<file path="src/rtl/seq_pkg.sv">
package seq_pkg;
  localparam int TEMP_W = 16;
  localparam int NUM_PHASES = 4;
  localparam int BYTES_PER_REC = 4;
  localparam int BITS_PER_CHAR = 10;

  // strobes from control to datapath
  typedef struct packed {
    logic       sampleStb;
    logic [1:0] phase;
  } ctrlStb_t;
endpackage

</file>
<file path="src/rtl/seq_ctrl.sv">
module seq_ctrl
  import seq_pkg::*;
#(
  parameter int PHASE_TICKS  = 1000,
  parameter int SAMPLE_TICKS = 100
) (
  input  logic       clk,
  input  logic       rstN,
  input  logic       start,
  input  logic       frameBusy,
  output ctrlStb_t   ctrlStb,
  output logic       heaterEn,
  output logic [1:0] phaseOut,
  output logic       done
);
  localparam int PW = $clog2(PHASE_TICKS + 1);
  localparam int SW = $clog2(SAMPLE_TICKS + 1);
  localparam logic [PW-1:0] PHASE_LAST  = PW'(PHASE_TICKS - 1);
  localparam logic [SW-1:0] SAMPLE_LAST = SW'(SAMPLE_TICKS - 1);
  localparam logic [1:0]    FINAL_PHASE = 2'(NUM_PHASES - 1);

  logic          running;
  logic [1:0]    phase;
  logic [PW-1:0] phaseCnt;
  logic [SW-1:0] sampleCnt;
  logic          doneR;
  logic          sampleWrap;
  logic          phaseWrap;

  assign sampleWrap = (sampleCnt == SAMPLE_LAST);
  assign phaseWrap  = (phaseCnt == PHASE_LAST);

  always_ff @(posedge clk or negedge rstN) begin
    if (!rstN) begin
      running   <= 1'b0;
      phase     <= '0;
      phaseCnt  <= '0;
      sampleCnt <= '0;
      doneR     <= 1'b0;
    end else if (!running) begin
      if (start) begin
        running   <= 1'b1;
        phase     <= '0;
        phaseCnt  <= '0;
        sampleCnt <= '0;
        doneR     <= 1'b0;
      end
    end else begin
      sampleCnt <= sampleWrap ? '0 : sampleCnt + 1'b1;
      if (phaseWrap) begin
        phaseCnt <= '0;
        if (phase == FINAL_PHASE) begin
          running <= 1'b0;
          doneR   <= 1'b1;
          phase   <= '0;
        end else begin
          phase <= phase + 1'b1;
        end
      end else begin
        phaseCnt <= phaseCnt + 1'b1;
      end
    end
  end

  assign ctrlStb.sampleStb = running && sampleWrap && !frameBusy;
  assign ctrlStb.phase     = phase;
  assign heaterEn          = running && phase[0];
  assign phaseOut          = phase;
  assign done              = doneR;
endmodule

</file>
<file path="src/rtl/seq_datapath.sv">
module seq_datapath
  import seq_pkg::*;
#(
  parameter int         CLKS_PER_BIT = 868,
  parameter logic [7:0] SYNC_BYTE    = 8'hA5
) (
  input  logic              clk,
  input  logic              rstN,
  input  ctrlStb_t          ctrlStb,
  input  logic [TEMP_W-1:0] tempWord,
  input  logic              tempValid,
  output logic              frameBusy,
  output logic              txLine
);
  localparam int BW = $clog2(CLKS_PER_BIT + 1);
  localparam logic [BW-1:0] BAUD_LAST = BW'(CLKS_PER_BIT - 1);
  localparam logic [3:0]    BIT_LAST  = 4'(BITS_PER_CHAR - 1);
  localparam logic [1:0]    BYTE_LAST = 2'(BYTES_PER_REC - 1);

  logic [TEMP_W-1:0]        heldTemp;
  logic [1:0]               recPhase;
  logic [1:0]               byteIdx;
  logic [3:0]               bitIdx;
  logic [BW-1:0]            baudCnt;
  logic [BITS_PER_CHAR-1:0] shifter;
  logic                     busy;
  logic [7:0]               nextByte;

  // byte that follows the one currently on the line
  always_comb begin
    unique case (byteIdx)
      2'd0:    nextByte = {6'b0, recPhase};
      2'd1:    nextByte = heldTemp[15:8];
      default: nextByte = heldTemp[7:0];
    endcase
  end

  always_ff @(posedge clk or negedge rstN) begin
    if (!rstN) begin
      heldTemp <= '0;
      recPhase <= '0;
      byteIdx  <= '0;
      bitIdx   <= '0;
      baudCnt  <= '0;
      shifter  <= '1;
      busy     <= 1'b0;
    end else if (!busy) begin
      if (ctrlStb.sampleStb) begin
        if (tempValid) heldTemp <= tempWord;
        recPhase <= ctrlStb.phase;
        byteIdx  <= '0;
        bitIdx   <= '0;
        baudCnt  <= '0;
        shifter  <= {1'b1, SYNC_BYTE, 1'b0};
        busy     <= 1'b1;
      end
    end else if (baudCnt == BAUD_LAST) begin
      baudCnt <= '0;
      if (bitIdx == BIT_LAST) begin
        bitIdx <= '0;
        if (byteIdx == BYTE_LAST) begin
          busy    <= 1'b0;
          shifter <= '1;
        end else begin
          byteIdx <= byteIdx + 1'b1;
          shifter <= {1'b1, nextByte, 1'b0};
        end
      end else begin
        bitIdx  <= bitIdx + 1'b1;
        shifter <= {1'b1, shifter[BITS_PER_CHAR-1:1]};
      end
    end else begin
      baudCnt <= baudCnt + 1'b1;
    end
  end

  assign frameBusy = busy;
  assign txLine    = busy ? shifter[0] : 1'b1;
endmodule

</file>
<file path="src/rtl/thermal_profile_seq.sv">
module thermal_profile_seq
  import seq_pkg::*;
#(
  parameter int PHASE_TICKS  = 70_000_000,
  parameter int SAMPLE_TICKS = 100_000_000,
  parameter int CLKS_PER_BIT = 868
) (
  input  logic        clk,
  input  logic        rstN,
  input  logic        start,
  input  logic [15:0] tempWord,
  input  logic        tempValid,
  output logic        heaterEn,
  output logic [1:0]  phaseOut,
  output logic        done,
  output logic        txLine
);
  ctrlStb_t ctrlStb;
  logic     frameBusy;

  seq_ctrl #(
    .PHASE_TICKS (PHASE_TICKS),
    .SAMPLE_TICKS(SAMPLE_TICKS)
  ) ctrl_i (
    .clk      (clk),
    .rstN     (rstN),
    .start    (start),
    .frameBusy(frameBusy),
    .ctrlStb  (ctrlStb),
    .heaterEn (heaterEn),
    .phaseOut (phaseOut),
    .done     (done)
  );

  seq_datapath #(
    .CLKS_PER_BIT(CLKS_PER_BIT),
    .SYNC_BYTE   (8'hA5)
  ) dp_i (
    .clk      (clk),
    .rstN     (rstN),
    .ctrlStb  (ctrlStb),
    .tempWord (tempWord),
    .tempValid(tempValid),
    .frameBusy(frameBusy),
    .txLine   (txLine)
  );
endmodule

</file>
<file path="config.mk">
export PLATFORM = sky130hd
export DESIGN_NAME = thermal_profile_seq
export DESIGN_NICKNAME = d
export VERILOG_FILES = /design/src/rtl/seq_pkg.sv /design/src/rtl/seq_ctrl.sv /design/src/rtl/seq_datapath.sv /design/src/rtl/thermal_profile_seq.sv
export SDC_FILE = /design/constraint.sdc
export NUM_CORES = 1
export LEC_CHECK = 0
export ABC_AREA = 1
export BUFFER_PORTS_ARGS = -buffer_cell sky130_fd_sc_hd__buf_2
export CAP_MARGIN = 30
export CORE_ASPECT_RATIO = 0.5
export CORE_MARGIN = 2
export CORE_UTILIZATION = 50
export DETAILED_ROUTE_END_ITERATION = 12
export GPL_ROUTABILITY_DRIVEN = 0
export GPL_TIMING_DRIVEN = 0
export PLACE_DENSITY_LB_ADDON = 0.1
export SYNTH_ARGS = -nofsm -noshare
export SYNTH_HDL_FRONTEND = slang
export SYNTH_SLANG_ARGS = --single-unit
</file>
<file path="constraint.sdc">
create_clock -name clk -period 1.9 [get_ports clk]
set_input_delay 0 -clock clk [delete_from_list [all_inputs] [get_ports clk]]
set_output_delay 0 -clock clk [all_outputs]
set_load 0.05 [all_outputs]
</file>
==> results.cfg <==
[logic_synthesis]
synth_top_cell_area_share = 0.400
average_footprint_of_a_synthesized_cell_um2 = 7.48
seq_area_frac_synth = 0.441
syn_area_mm2 = 0.00582
synthFlopType = sky130_fd_sc_hd__dfrtp_1
synth.most_common_cell = sky130_fd_sc_hd__nand2_1
synth_cell_type_count = 39
synth-edff-count = 0
postSynth.asyncResetShare = 1.00
post_synthesis_net_count = 807
synth_top_cells_by_count = sky130_fd_sc_hd__nand2_1 (234), sky130_fd_sc_hd__dfrtp_1 (93), sky130_fd_sc_hd__inv_1 (80), sky130_fd_sc_hd__nand3_1 (76), sky130_fd_sc_hd__nor2_1 (56)
ys_seq_elements = 102
ys_top_cells_by_area = sky130_fd_sc_hd__dfrtp_1 (40%), sky130_fd_sc_hd__nand2_1 (15%), sky130_fd_sc_hd__nand3_1 (6.5%)
post_synth_inst_count = 778
synth.yosys.warnings = 0
synthDominantAreaCellType = sky130_fd_sc_hd__dfrtp_1

[routing]
vias_per_cell = 5.38
post-route-drc-count = 0
overall_routed_net_length_um = 14400
wire_length_per_cell_after_detailed_routing_um = 14.5
detailed_routing_iterations_pass_1 = 4
drt_first_iter_violations = 314
route.vias.total = 5334
final_antenna_violating_net_count = 0

[global_routing]
grt_max_degree = 65
globalRouteOverflowTotal = 0
grt_pass1_wl_um = 24500
grt.total_usage = 0.249
number_of_antenna_violations_at_the_first_check_in_global_routing = 0
first_global_vias = 5223

[placed_design]
post_dp_cell_area_mm2 = 0.00614
detailed_place_hpwl_um = 10100
io_buffers = 23

[setup_path]
timing_worst_setup_path_type = register to register
cp_data_arrival_time_ns = 2.02
worstSetupStartpointType = register
critical_path.endpoint_type = register
critical_path.max_fanout = 10
critPathRequiredTime_ns = 2.10

[final_layout]
design_area_mm2 = 0.00683
diodes = 0
drive_above_1_share = 0.130
fraction_of_the_core_area_covered_by_cells_at_the_end_of_the_flow = 0.613
area_delta_synth_final_pct = 17.4
nFillCells = 1025
design.final.nets = 871

[power]
p_leak_nw = 3.31
power-per-cell-area_mw_per_mm2 = 628
ir_drop_uv = 348

[timing]
max_clock_freq_mhz = 550
slew-limit-headroom = 0.581
fin_tns_setup_ns = 0
timing.final.max_slew_violations = 0
finalHoldViolations = 0
rsz_0062_raised_after_global_routing = true
final.setup_skew_ns = 0.00554
fin_crit_ns = 1.82
final_min_period_over_clock_period = 0.958
setup_viol = 0
tightest_slew_ns = 0.628

[cts]
clk_transition_reported_paths_ns = 0.07
cts_htree_levels = 3
max_buffers_root_to_sink = 2
insertion_delay_ns = 0.35
cts_sinks = 102
clock_tree.root_cell = sky130_fd_sc_hd__clkbuf_16
cts_made_buffers = 9
tritoncts = built

[floorplan]
effective_utilization_at_floorplan = 0.522
die_h_um = 80.3
fp.coreArea_mm2 = 0.0111
design.die.area_mm2 = 0.0126
floorplan.die.width_um = 157
fp-row-count = 27
top_level_port_count = 25

[job]
timing.max_cap.violations = 0

[min_path]
worst_hold_path_type = primary input to register

[run_status]
outcome = finished clean
==> placed cells by master (no fill, tap or decap), types with 2 or more instances in the layout <==
cell and instances:
sky130_fd_sc_hd__a21oi_1 6, sky130_fd_sc_hd__a22o_1 2, sky130_fd_sc_hd__buf_2 25, sky130_fd_sc_hd__buf_4 16
sky130_fd_sc_hd__bufinv_16 2, sky130_fd_sc_hd__clkbuf_1 8, sky130_fd_sc_hd__clkbuf_16 9, sky130_fd_sc_hd__clkinvlp_4 2
sky130_fd_sc_hd__dfrtp_1 92, sky130_fd_sc_hd__dfstp_2 9, sky130_fd_sc_hd__dlygate4sd3_1 18, sky130_fd_sc_hd__ha_1 7
sky130_fd_sc_hd__ha_2 2, sky130_fd_sc_hd__inv_1 80, sky130_fd_sc_hd__inv_2 5, sky130_fd_sc_hd__nand2_1 232
sky130_fd_sc_hd__nand2_2 3, sky130_fd_sc_hd__nand2_4 3, sky130_fd_sc_hd__nand3_1 74, sky130_fd_sc_hd__nand3_2 2
sky130_fd_sc_hd__nand4_1 38, sky130_fd_sc_hd__nor2_1 49, sky130_fd_sc_hd__nor2_2 9, sky130_fd_sc_hd__nor2_4 7
sky130_fd_sc_hd__nor3_1 19, sky130_fd_sc_hd__o21ai_0 46, sky130_fd_sc_hd__o21ai_1 11, sky130_fd_sc_hd__o21bai_1 3
sky130_fd_sc_hd__o22ai_1 19, sky130_fd_sc_hd__or2_2 4, sky130_fd_sc_hd__xnor2_1 3, sky130_fd_sc_hd__xor2_1 21
==> cell type report <==
class | count | area [um^2] | area share
multi-input combinational | 571 | 2900 | 0.425
sequential | 102 | 2560 | 0.376
timing repair buffer | 53 | 420 | 0.0616
inverter | 85 | 319 | 0.0467
clock buffer | 9 | 225 | 0.0330
tap | 145 | 181 | 0.0266
buffer | 20 | 121 | 0.0178
clock inverter | 7 | 97.6 | 0.0143
==> flip-flops by register name, indices dropped and copies added, names as in the netlist <==
name / count
ctrl_i.done: 1
ctrl_i.running: 1
dp_i.baudCnt: 10
dp_i.bitIdx: 4
dp_i.recPhase: 2
ctrl_i.phaseCnt: 27
ctrl_i.phaseOut: 2
dp_i.frameBusy: 1
ctrl_i.sampleCnt: 27
dp_i.heldTemp: 16
dp_i.byteIdx: 2
dp_i.shifter: 9
==> path summary, 6_finish.rpt <==
kind                            slack, ns  cells after the start                                to                       startpoint
min in group asynchronous            0.16                      2      dp_i.heldTemp[3]$_DFFE_PN0P_                             rstN
worst min-delay path                 0.13                      3     dp_i.heldTemp[15]$_DFFE_PN0P_                        tempValid
worst min register to register       0.47                      2       dp_i.shifter[6]$_DFFE_PN1P_      dp_i.shifter[6]$_DFFE_PN1P_
max in group asynchronous            1.02                      3          ctrl_i.running$_DFF_PN0_                             rstN
worst max register to register       0.08                     11  ctrl_i.sampleCnt[22]$_DFFE_PN0P_  ctrl_i.sampleCnt[1]$_DFFE_PN0P_
worst max-delay path                 0.08                     11  ctrl_i.sampleCnt[22]$_DFFE_PN0P_  ctrl_i.sampleCnt[1]$_DFFE_PN0P_
==> report_power, final <==
| group | internal, W | total, W | switching [W] |
|---|---|---|---|
| registers | 0.00217 | 0.00217 | 0 |
| logic | 0.0000442 | 0.000106 | 0.0000613 |
| clock network | 0.00116 | 0.00201 | 0.000855 |
==> critical path, stage by stage, from the launching register on <==
cell                      delay (ns)
sky130_fd_sc_hd__dfrtp_1        0.38
sky130_fd_sc_hd__ha_2           0.21
sky130_fd_sc_hd__nand3_2        0.11
sky130_fd_sc_hd__inv_2          0.09
sky130_fd_sc_hd__nand2_4        0.10
sky130_fd_sc_hd__nor2_4         0.14
sky130_fd_sc_hd__nand2_4        0.09
sky130_fd_sc_hd__nand2_4        0.13
sky130_fd_sc_hd__inv_2          0.06
sky130_fd_sc_hd__buf_4          0.18
sky130_fd_sc_hd__nand3_1        0.08
sky130_fd_sc_hd__o21ai_0        0.09
==> kinds of logic (layout without fill, tap and decap cells) <==
family	count (synthesis)	in the layout	synth area share
and+or+nand+nor	445	445	0.342
buffers and inverters	105	174	0.0718
DFF	102	102	0.441
AOI/OAI and AO/OA	93	93	0.0897
xor gates and xnor gates	24	24	0.0361
adders and majority gates	9	9	0.0194
==> per-stage QoR <==
| step | hold slack (ns) | worst slack (ns) | cells | power (W) |
|---|---|---|---|---|
| after floorplan | -0.296 | 0.228 | 778 | 0.00222 |
| after global placement | 0.256 | -0.361 | 946 | 0.00228 |
| after detailed placement | 0.0134 | -0.0968 | 947 | 0.00229 |
| after CTS | 0.119 | -0.0000770 | 985 | 0.00433 |
| after global routing | 0.145 | -0.0270 | 992 | 0.00444 |
| final | 0.129 | 0.0805 | 992 | 0.00429 |
==> layer usage <==
metal,routed length (um),part of all wire,global-route usage
met1,6840,0.48,0.325
met2,6810,0.47,0.429
met3,578,0.040,0.0486
met4,149,0.010,0.0651
met5,0,0,0
==> what timing repair did <==
action,4_1_cts,5_1_grt
hold buffers,18,0
pin swaps,1,3
setup buffers,4,7
endpoints found under the hold margin,56,0
setup endpoints to repair,46,69
gates resized for setup,6,28
Power figures use the tool's default switching activity.
